$ cat config.mk
export PLATFORM = sky130hd
export DESIGN_NAME = rsel_ts_top
export DESIGN_NICKNAME = d
export VERILOG_FILES = /design/src/rtl/rsel_pkg.sv /design/src/rtl/rsel_regs.sv /design/src/rtl/rsel_unit.sv /design/src/rtl/rsel_event.sv /design/src/rtl/rsel_ts_top.sv
export SDC_FILE = /design/constraint.sdc
export NUM_CORES = 1
export LEC_CHECK = 0
export ABC_AREA = 1
export ABC_CLOCK_PERIOD_IN_PS = 1700
export BUFFER_PORTS_ARGS = -buffer_cell sky130_fd_sc_hd__buf_2
export CAP_MARGIN = 40
export CELL_PAD_IN_SITES_DETAIL_PLACEMENT = 1
export CELL_PAD_IN_SITES_GLOBAL_PLACEMENT = 2
export CORE_MARGIN = 2
export CORE_UTILIZATION = 34
export CTS_BUF_LIST = sky130_fd_sc_hd__clkbuf_4 sky130_fd_sc_hd__clkbuf_8 sky130_fd_sc_hd__clkbuf_16
export DETAILED_ROUTE_END_ITERATION = 8
export PLACE_DENSITY_LB_ADDON = 0.1
export SLEW_MARGIN = 20
export SYNTH_ARGS = -nofsm -noshare
export SYNTH_HDL_FRONTEND = slang
export SYNTH_SLANG_ARGS = --single-unit
$ cat constraint.sdc
create_clock -name clk -period 1.7 [get_ports clk]
set_clock_uncertainty 0.05 [all_clocks]
set_input_delay 0.085 -clock clk [delete_from_list [all_inputs] [get_ports clk]]
set_output_delay 0.085 -clock clk [all_outputs]
set_load 0.02 [all_outputs]
$ cat src/rtl/rsel_pkg.sv
package rsel_pkg;
    localparam int MEMB_W    = 16;  // members per status group
    localparam int CFG_W     = 21;  // stored selector fields: inv, group, mask
    localparam int WORD_W    = 22;  // control word including the pair-invert bit
    localparam int CNT_SLOTS = 12;  // group 2 members reserved for counters
    localparam int SEQ_SLOTS = 4;   // group 2 members reserved for sequencer states

    localparam logic [3:0] GRP_EXT    = 4'd0;
    localparam logic [3:0] GRP_CMP    = 4'd1;
    localparam logic [3:0] GRP_CNTSEQ = 4'd2;

    typedef struct packed {
        logic              inv;
        logic [3:0]        grp;
        logic [MEMB_W-1:0] mask;
    } sel_cfg_t;

    typedef struct packed {
        logic       is_pair;
        logic [4:0] idx;
    } evsel_t;
endpackage

$ cat src/rtl/rsel_regs.sv
module rsel_regs
    import rsel_pkg::*;
#(
    parameter int NUM_PAIRS = 4,
    parameter int ADDR_W    = 6
) (
    input  logic                     clk,
    input  logic                     rst_n,
    input  logic                     wr_en,
    input  logic [ADDR_W-1:0]        wr_addr,
    input  logic [WORD_W-1:0]        wr_data,
    output sel_cfg_t [2*NUM_PAIRS-1:2] cfg_o,
    output logic [NUM_PAIRS-1:1]     pinv_o,
    output evsel_t                   ts_o
);
    localparam int NUM_SEL = 2 * NUM_PAIRS;
    localparam logic [ADDR_W-1:0] TS_ADDR = ADDR_W'(2 ** (ADDR_W - 1));

    typedef struct packed {
        sel_cfg_t [NUM_SEL-1:2] cfg;
        logic [NUM_PAIRS-1:1]   pinv;
        evsel_t                 ts;
    } regs_t;

    regs_t st_d, st_q;

    always_comb begin
        st_d = st_q;
        if (wr_en) begin
            if (wr_addr == TS_ADDR) begin
                st_d.ts.is_pair = wr_data[7];
                st_d.ts.idx     = wr_data[4:0];
            end
            for (int i = 2; i < NUM_SEL; i++) begin
                if (wr_addr == ADDR_W'(i)) begin
                    st_d.cfg[i] = sel_cfg_t'(wr_data[CFG_W-1:0]);
                    if ((i % 2) == 0) begin
                        st_d.pinv[i/2] = wr_data[WORD_W-1];
                    end
                end
            end
        end
    end

    always_ff @(posedge clk or negedge rst_n) begin
        if (!rst_n) begin
            st_q <= '0;
        end else begin
            st_q <= st_d;
        end
    end

    assign cfg_o  = st_q.cfg;
    assign pinv_o = st_q.pinv;
    assign ts_o   = st_q.ts;


    ts_write_chk: assert property (@(posedge clk) disable iff (!rst_n)
        (wr_en && wr_addr == TS_ADDR) |=>
            (ts_o.idx == $past(wr_data[4:0]) && ts_o.is_pair == $past(wr_data[7])));


    ignored_addr_chk: assert property (@(posedge clk) disable iff (!rst_n)
        (wr_en && wr_addr >= ADDR_W'(NUM_SEL) && wr_addr != TS_ADDR) |=> $stable(st_q));


    fixed_addr_chk: assert property (@(posedge clk) disable iff (!rst_n)
        (wr_en && wr_addr < ADDR_W'(2)) |=> $stable(st_q));
endmodule

$ cat src/rtl/rsel_unit.sv
module rsel_unit
    import rsel_pkg::*;
#(
    parameter int NUM_CNT = 4,
    parameter int NUM_SEQ = 4
) (
    input  logic               clk,
    input  logic               rst_n,
    input  sel_cfg_t           cfg,
    input  logic [MEMB_W-1:0]  ext_in,
    input  logic [MEMB_W-1:0]  cmp_in,
    input  logic [NUM_CNT-1:0] cnt_zero,
    input  logic [NUM_SEQ-1:0] seq_state,
    output logic               hit_o
);
    logic [MEMB_W-1:0] members;
    logic              hit_d, hit_q;

    always_comb begin
        case (cfg.grp)
            GRP_EXT:    members = ext_in;
            GRP_CMP:    members = cmp_in;
            GRP_CNTSEQ: members = {SEQ_SLOTS'(seq_state), CNT_SLOTS'(cnt_zero)};
            default:    members = '0;
        endcase
        hit_d = (|(members & cfg.mask)) ^ cfg.inv;
    end

    always_ff @(posedge clk or negedge rst_n) begin
        if (!rst_n) begin
            hit_q <= 1'b0;
        end else begin
            hit_q <= hit_d;
        end
    end

    assign hit_o = hit_q;


    empty_mask_chk: assert property (@(posedge clk) disable iff (!rst_n)
        (cfg.mask == '0 && !cfg.inv) |=> !hit_o);


    inv_empty_chk: assert property (@(posedge clk) disable iff (!rst_n)
        (cfg.mask == '0 && cfg.inv) |=> hit_o);


    bad_group_chk: assert property (@(posedge clk) disable iff (!rst_n)
        (cfg.grp > GRP_CNTSEQ) |=> (hit_o == $past(cfg.inv)));
endmodule

$ cat src/rtl/rsel_event.sv
module rsel_event
    import rsel_pkg::*;
#(
    parameter int NUM_PAIRS = 4
) (
    input  logic                   clk,
    input  logic                   rst_n,
    input  logic [2*NUM_PAIRS-1:0] res,
    input  logic [NUM_PAIRS-1:1]   pinv,
    input  evsel_t                 ts_sel,
    output logic                   ts_req
);
    localparam int NUM_SEL = 2 * NUM_PAIRS;

    logic ev_d, ev_q;

    always_comb begin
        ev_d = 1'b0;
        if (ts_sel.is_pair) begin
            for (int p = 1; p < NUM_PAIRS; p++) begin
                if (ts_sel.idx[3:0] == 4'(p)) begin
                    ev_d = (res[2*p] | res[2*p+1]) ^ pinv[p];
                end
            end
        end else begin
            for (int i = 0; i < NUM_SEL; i++) begin
                if (ts_sel.idx == 5'(i)) begin
                    ev_d = res[i];
                end
            end
        end
    end

    always_ff @(posedge clk or negedge rst_n) begin
        if (!rst_n) begin
            ev_q <= 1'b0;
        end else begin
            ev_q <= ev_d;
        end
    end

    assign ts_req = ev_q;


    always_true_chk: assert property (@(posedge clk) disable iff (!rst_n)
        (!ts_sel.is_pair && ts_sel.idx == 5'd1) |=> ts_req);


    always_false_chk: assert property (@(posedge clk) disable iff (!rst_n)
        (!ts_sel.is_pair && ts_sel.idx == 5'd0) |=> !ts_req);


    pair_zero_chk: assert property (@(posedge clk) disable iff (!rst_n)
        (ts_sel.is_pair && ts_sel.idx[3:0] == 4'd0) |=> !ts_req);
endmodule

$ cat src/rtl/rsel_ts_top.sv
module rsel_ts_top
    import rsel_pkg::*;
#(
    parameter int NUM_PAIRS = 4,
    parameter int NUM_CNT   = 4,
    parameter int NUM_SEQ   = 4,
    parameter int ADDR_W    = 6
) (
    input  logic                   clk,
    input  logic                   rst_n,
    input  logic                   wr_en,
    input  logic [ADDR_W-1:0]      wr_addr,
    input  logic [WORD_W-1:0]      wr_data,
    input  logic [MEMB_W-1:0]      ext_in,
    input  logic [MEMB_W-1:0]      cmp_in,
    input  logic [NUM_CNT-1:0]     cnt_zero,
    input  logic [NUM_SEQ-1:0]     seq_state,
    output logic [2*NUM_PAIRS-1:0] res_vec,
    output logic                   ts_req
);
    localparam int NUM_SEL = 2 * NUM_PAIRS;

    sel_cfg_t [NUM_SEL-1:2] cfg;
    logic [NUM_PAIRS-1:1]   pinv;
    evsel_t                 ts_sel;
    logic [NUM_SEL-1:0]     res;

    rsel_regs #(.NUM_PAIRS(NUM_PAIRS), .ADDR_W(ADDR_W)) u_regs (
        .clk    (clk),
        .rst_n  (rst_n),
        .wr_en  (wr_en),
        .wr_addr(wr_addr),
        .wr_data(wr_data),
        .cfg_o  (cfg),
        .pinv_o (pinv),
        .ts_o   (ts_sel)
    );

    assign res[0] = 1'b0;
    assign res[1] = 1'b1;

    for (genvar g = 2; g < NUM_SEL; g++) begin : g_sel
        rsel_unit #(.NUM_CNT(NUM_CNT), .NUM_SEQ(NUM_SEQ)) u_unit (
            .clk      (clk),
            .rst_n    (rst_n),
            .cfg      (cfg[g]),
            .ext_in   (ext_in),
            .cmp_in   (cmp_in),
            .cnt_zero (cnt_zero),
            .seq_state(seq_state),
            .hit_o    (res[g])
        );
    end

    rsel_event #(.NUM_PAIRS(NUM_PAIRS)) u_event (
        .clk   (clk),
        .rst_n (rst_n),
        .res   (res),
        .pinv  (pinv),
        .ts_sel(ts_sel),
        .ts_req(ts_req)
    );

    assign res_vec = res;


    cnt_group_chk: assert property (@(posedge clk) disable iff (!rst_n)
        (cfg[2].grp == GRP_CNTSEQ && !cfg[2].inv && cfg[2].mask[0] && cnt_zero[0]) |=> res_vec[2]);
endmodule

==> impl_results.md <==
- Status: complete, no violations
- Die area: about 0.026 mm²
- Final hold viol count: 0
- Highest Clock Rate: 600 MHz
- Slew Limit Fails: 0
- Drt drc: 0
- Register bit total from synthesis: 142
- Pwr/cell area: roughly 1200 mW/mm²
- Htree depth: 4
- Most used flip-flop cell after synthesis: dfrtp_1
- Final Net Count: 1326
- Most common cell in the netlist: nand3_1
- Post-layout util: approximately 44%
- Crit-path most repeated cell: nand2_1
- Post-synthesis cell area: approximately 0.0083 mm²
- Setup crit start kind: flip-flop
- Syn avg cell area: between 7 and 8 µm²
- Clock Latency Late Sink: between 0.4 and 0.5 ns
- GRT Util Overall: about a quarter
- Via density: around 5.3
- Die Ht: 161 µm
- Initial antenna violation count: 0
- Largest net degree at the start of global routing: 45
- Largest area contributor in the netlist: dfrtp_1
- Vias: 8387
- Routability Congestion: about 0.8
- Min Hold Slack: 0.0417 ns
- Drt wl/cell: 20.6 µm
- Vias in the first global route: 8410
- Max-cap viol count: 0
- Final Cell Area: ~0.011 mm²
- First-pass GRT wire length: around 51 mm
- Largest fanout on the critical path: 12
- Cell Chain, Critical Path: nor2_4 -> buf_8 -> nand3_1 -> nand3_1 -> nand2_1 -> nand2_1 -> nor2_1 -> buf_4 -> nand4_1 -> nand2_1
- Area contributors post-synth: dfrtp_1, nand3_1, nand2_1, nor2_1, inv_1
- Die Width: roughly 160 µm
- Initial Util: 34.5%
- Post-Route Setup TNS: 0 ns
- Syn_nets: 1224
- Rows: 57
- Synthesized instance count: approximately 1200
- Setup WS pre-CTS: -0.326 ns
- Top cells by count, synth: nand3_1, nand2_1, dfrtp_1
- Cells after DPL: approximately 1500
- Worst EP required: around 2.0 ns
- RR Endpoint: g_sel[2].u_unit.hit_o
- Peak VDD IR: ~0.6 mV
- Worst path max stage delay: between 0.4 and 0.5 ns
- Share of layout cells above drive strength 1: between 20% and 30%
- Tcrit/Tclk final: between 90% and 100%
- Hold Path Class: input pin to flip-flop
- PortBufs: 77
- FF-to-FF path depth: 10
- Final setup viols: 0
- Finished Layout Cells: 1592
- Critical R2R Launch: u_regs.cfg_o[17]
- Worst hold start: wr_data[12]
- Post-DP Area: approximately 0.0093 mm²
- Iter 0 DRT Violations: 569
- Gr ovfl total: 0
- CTS tree: yes
- Cell family with most CP delay: simple AND/OR/NAND/NOR gates
- Register area share after synthesis: between 40 and 50%
- R2R Setup Slk: 0.03 ns
- RSZ-0062 raised after global routing: yes
- Antenna Nets Post-Route: 0
- Clock period minus worst slack: around 1.7 ns
- ANT cells: 0
- Clock sinks: between 100 and 150
- Slowest CP cell: dfrtp_1
- Dpl hpwl: roughly 23 mm
- WS Path Type: flip-flop to flip-flop
- Io pins: 80
- Crit end category: flip-flop
- Post-synth top area share: a little over two fifths
- Post-synth cell types: 25
- Root buffer cell: clkbuf_16
- Ys async rst share: 100%
- Power, Total: approximately 12 mW
- Yosys warning count: 0
- Hold path depth: 3
- CTS Buffer Depth: 2
- Worst-path clk slew: ~0.06 ns
- WP data arrival: just under 2 ns
- Core Box Area: between 0.02 and 0.025 mm²
- Total wire length: between 30 and 40 mm
- Static leakage: ~5 nW
- Router iterations before antenna repair: 5
- EDFF count, synth: 0
- CP bufs+invs: 2
- Area grow syn2layout: 26.9%
- Hold endpoint: u_regs.cfg_o[96]
- TritonCTS buffer count: 17
- Final Worst Setup Slack: 0.0328 ns
## report_power, final
| group | leakage [nW] | total, mW | switching, mW | internal [mW] |
|---|---|---|---|---|
| Combinational | 2.99 | 4.12 | 2.56 | 1.56 |
| Sequential | 1.76 | 4.63 | 0.569 | 4.06 |
| Clock | 0.271 | 3.67 | 1.73 | 1.94 |
| Total | 5.02 | 12.4 | 4.86 | 7.56 |
## layout by cell type, fill, tap and decap left out
cell type | synthesis | final
inv_1 | 73 | 59
a21oi_2 | 29 | 29
buf_2 | 27 | 76
nor2_1 | 118 | 83
nand2_2 | 0 | 13
nor3_1 | 2 | 2
nand3_2 | 0 | 19
nand3_1 | 301 | 282
mux2_2 | 3 | 3
conb_1 | 2 | 2
clkinv_4 | 0 | 3
clkinv_2 | 0 | 1
nand4_1 | 7 | 7
buf_8 | 0 | 2
dfrtp_2 | 0 | 5
inv_6 | 0 | 5
nor3_4 | 1 | 1
inv_2 | 0 | 13
dfrtp_1 | 142 | 137
inv_8 | 0 | 3
a21oi_1 | 46 | 46
dlygate4sd3_1 | 0 | 20
buf_6 | 7 | 10
o221ai_1 | 1 | 1
xor2_1 | 1 | 1
inv_4 | 0 | 1
nor4_4 | 2 | 2
clkinvlp_4 | 0 | 2
o21ai_0 | 47 | 47
nand2_4 | 1 | 1
nand2_1 | 279 | 266
nor2_2 | 9 | 19
clkbuf_16 | 0 | 17
buf_12 | 0 | 22
clkbuf_4 | 0 | 1
nor4_1 | 1 | 1
buf_4 | 15 | 23
o21a_1 | 18 | 18
nor2_4 | 0 | 25
## how the worst max path moves through the flow
stage	from	to	slack, ns	depth (start not counted)
3_3_place_gp	u_regs.cfg_o[100]	g_sel[6].u_unit.hit_o	-0.42	11
3_5_place_dp	u_regs.cfg_o[17]	g_sel[2].u_unit.hit_o	-0.33	12
4_1_cts	u_regs.cfg_o[17]	g_sel[2].u_unit.hit_o	-0.09	12
6_report	u_regs.cfg_o[17]	g_sel[2].u_unit.hit_o	0.03	10
5_1_grt	u_regs.cfg_o[17]	g_sel[2].u_unit.hit_o	-0.08	10
2_1_floorplan	u_regs.cfg_o[16]	g_sel[2].u_unit.hit_o	0.22	11
## logic make-up (layout without fill, tap and decap cells)
family                 Yosys count  in the layout  share of synthesized area, %
multiplexers                     3              3                         0.405
flip-flops                     142            142                          42.7
other                            2              2                        0.0902
buffers and inverters          143            258                          8.17
XOR/XNOR                         1              1                         0.105
AND/OR/NAND/NOR                721            721                          38.2
AO/OA/AOI/OAI                  141            141                          10.4
## worst min-delay path, stage by stage
cell,delay (ns)
buf_2,0.08
inv_1,0.16
a21oi_2,0.16
## sequential cells by signal, summed over array words and instances (netlist names)
| signal | cells |
|---|---|
| g_sel.u_unit.hit_o | 6 |
| u_event.ts_req | 1 |
| u_regs.cfg_o | 126 |
| u_regs.pinv_o | 3 |
| u_regs.ts_o | 6 |
## metal layers
layer	vias up	GRT usage, %	wire length (µm)
met2	166	42.2	15200
met3	35	4.00	1100
met5	-	0	0
met4	0	6.22	568
li1	4029	-	-
met1	4157	37.2	15900
## cell type report
class,instances,area (µm²)
Timing Repair Buffer,153,1340
Multi-Input combinational cell,868,4440
Sequential cell,142,3560
Inverter,73,277
Fill cell,2979,13600
Tap cell,324,405
Clock buffer,18,433
Clock inverter,14,124
## timing repair
action	CTS	global route
endpoints found under the hold margin	187	0
endpoints found under the setup margin	6	6
gates resized for setup	21	92
hold buffers	20	0
pin swaps	4	33
gates cloned	0	0
buffers inserted	6	12
Note: power is estimated with default switching activity, not from simulation.
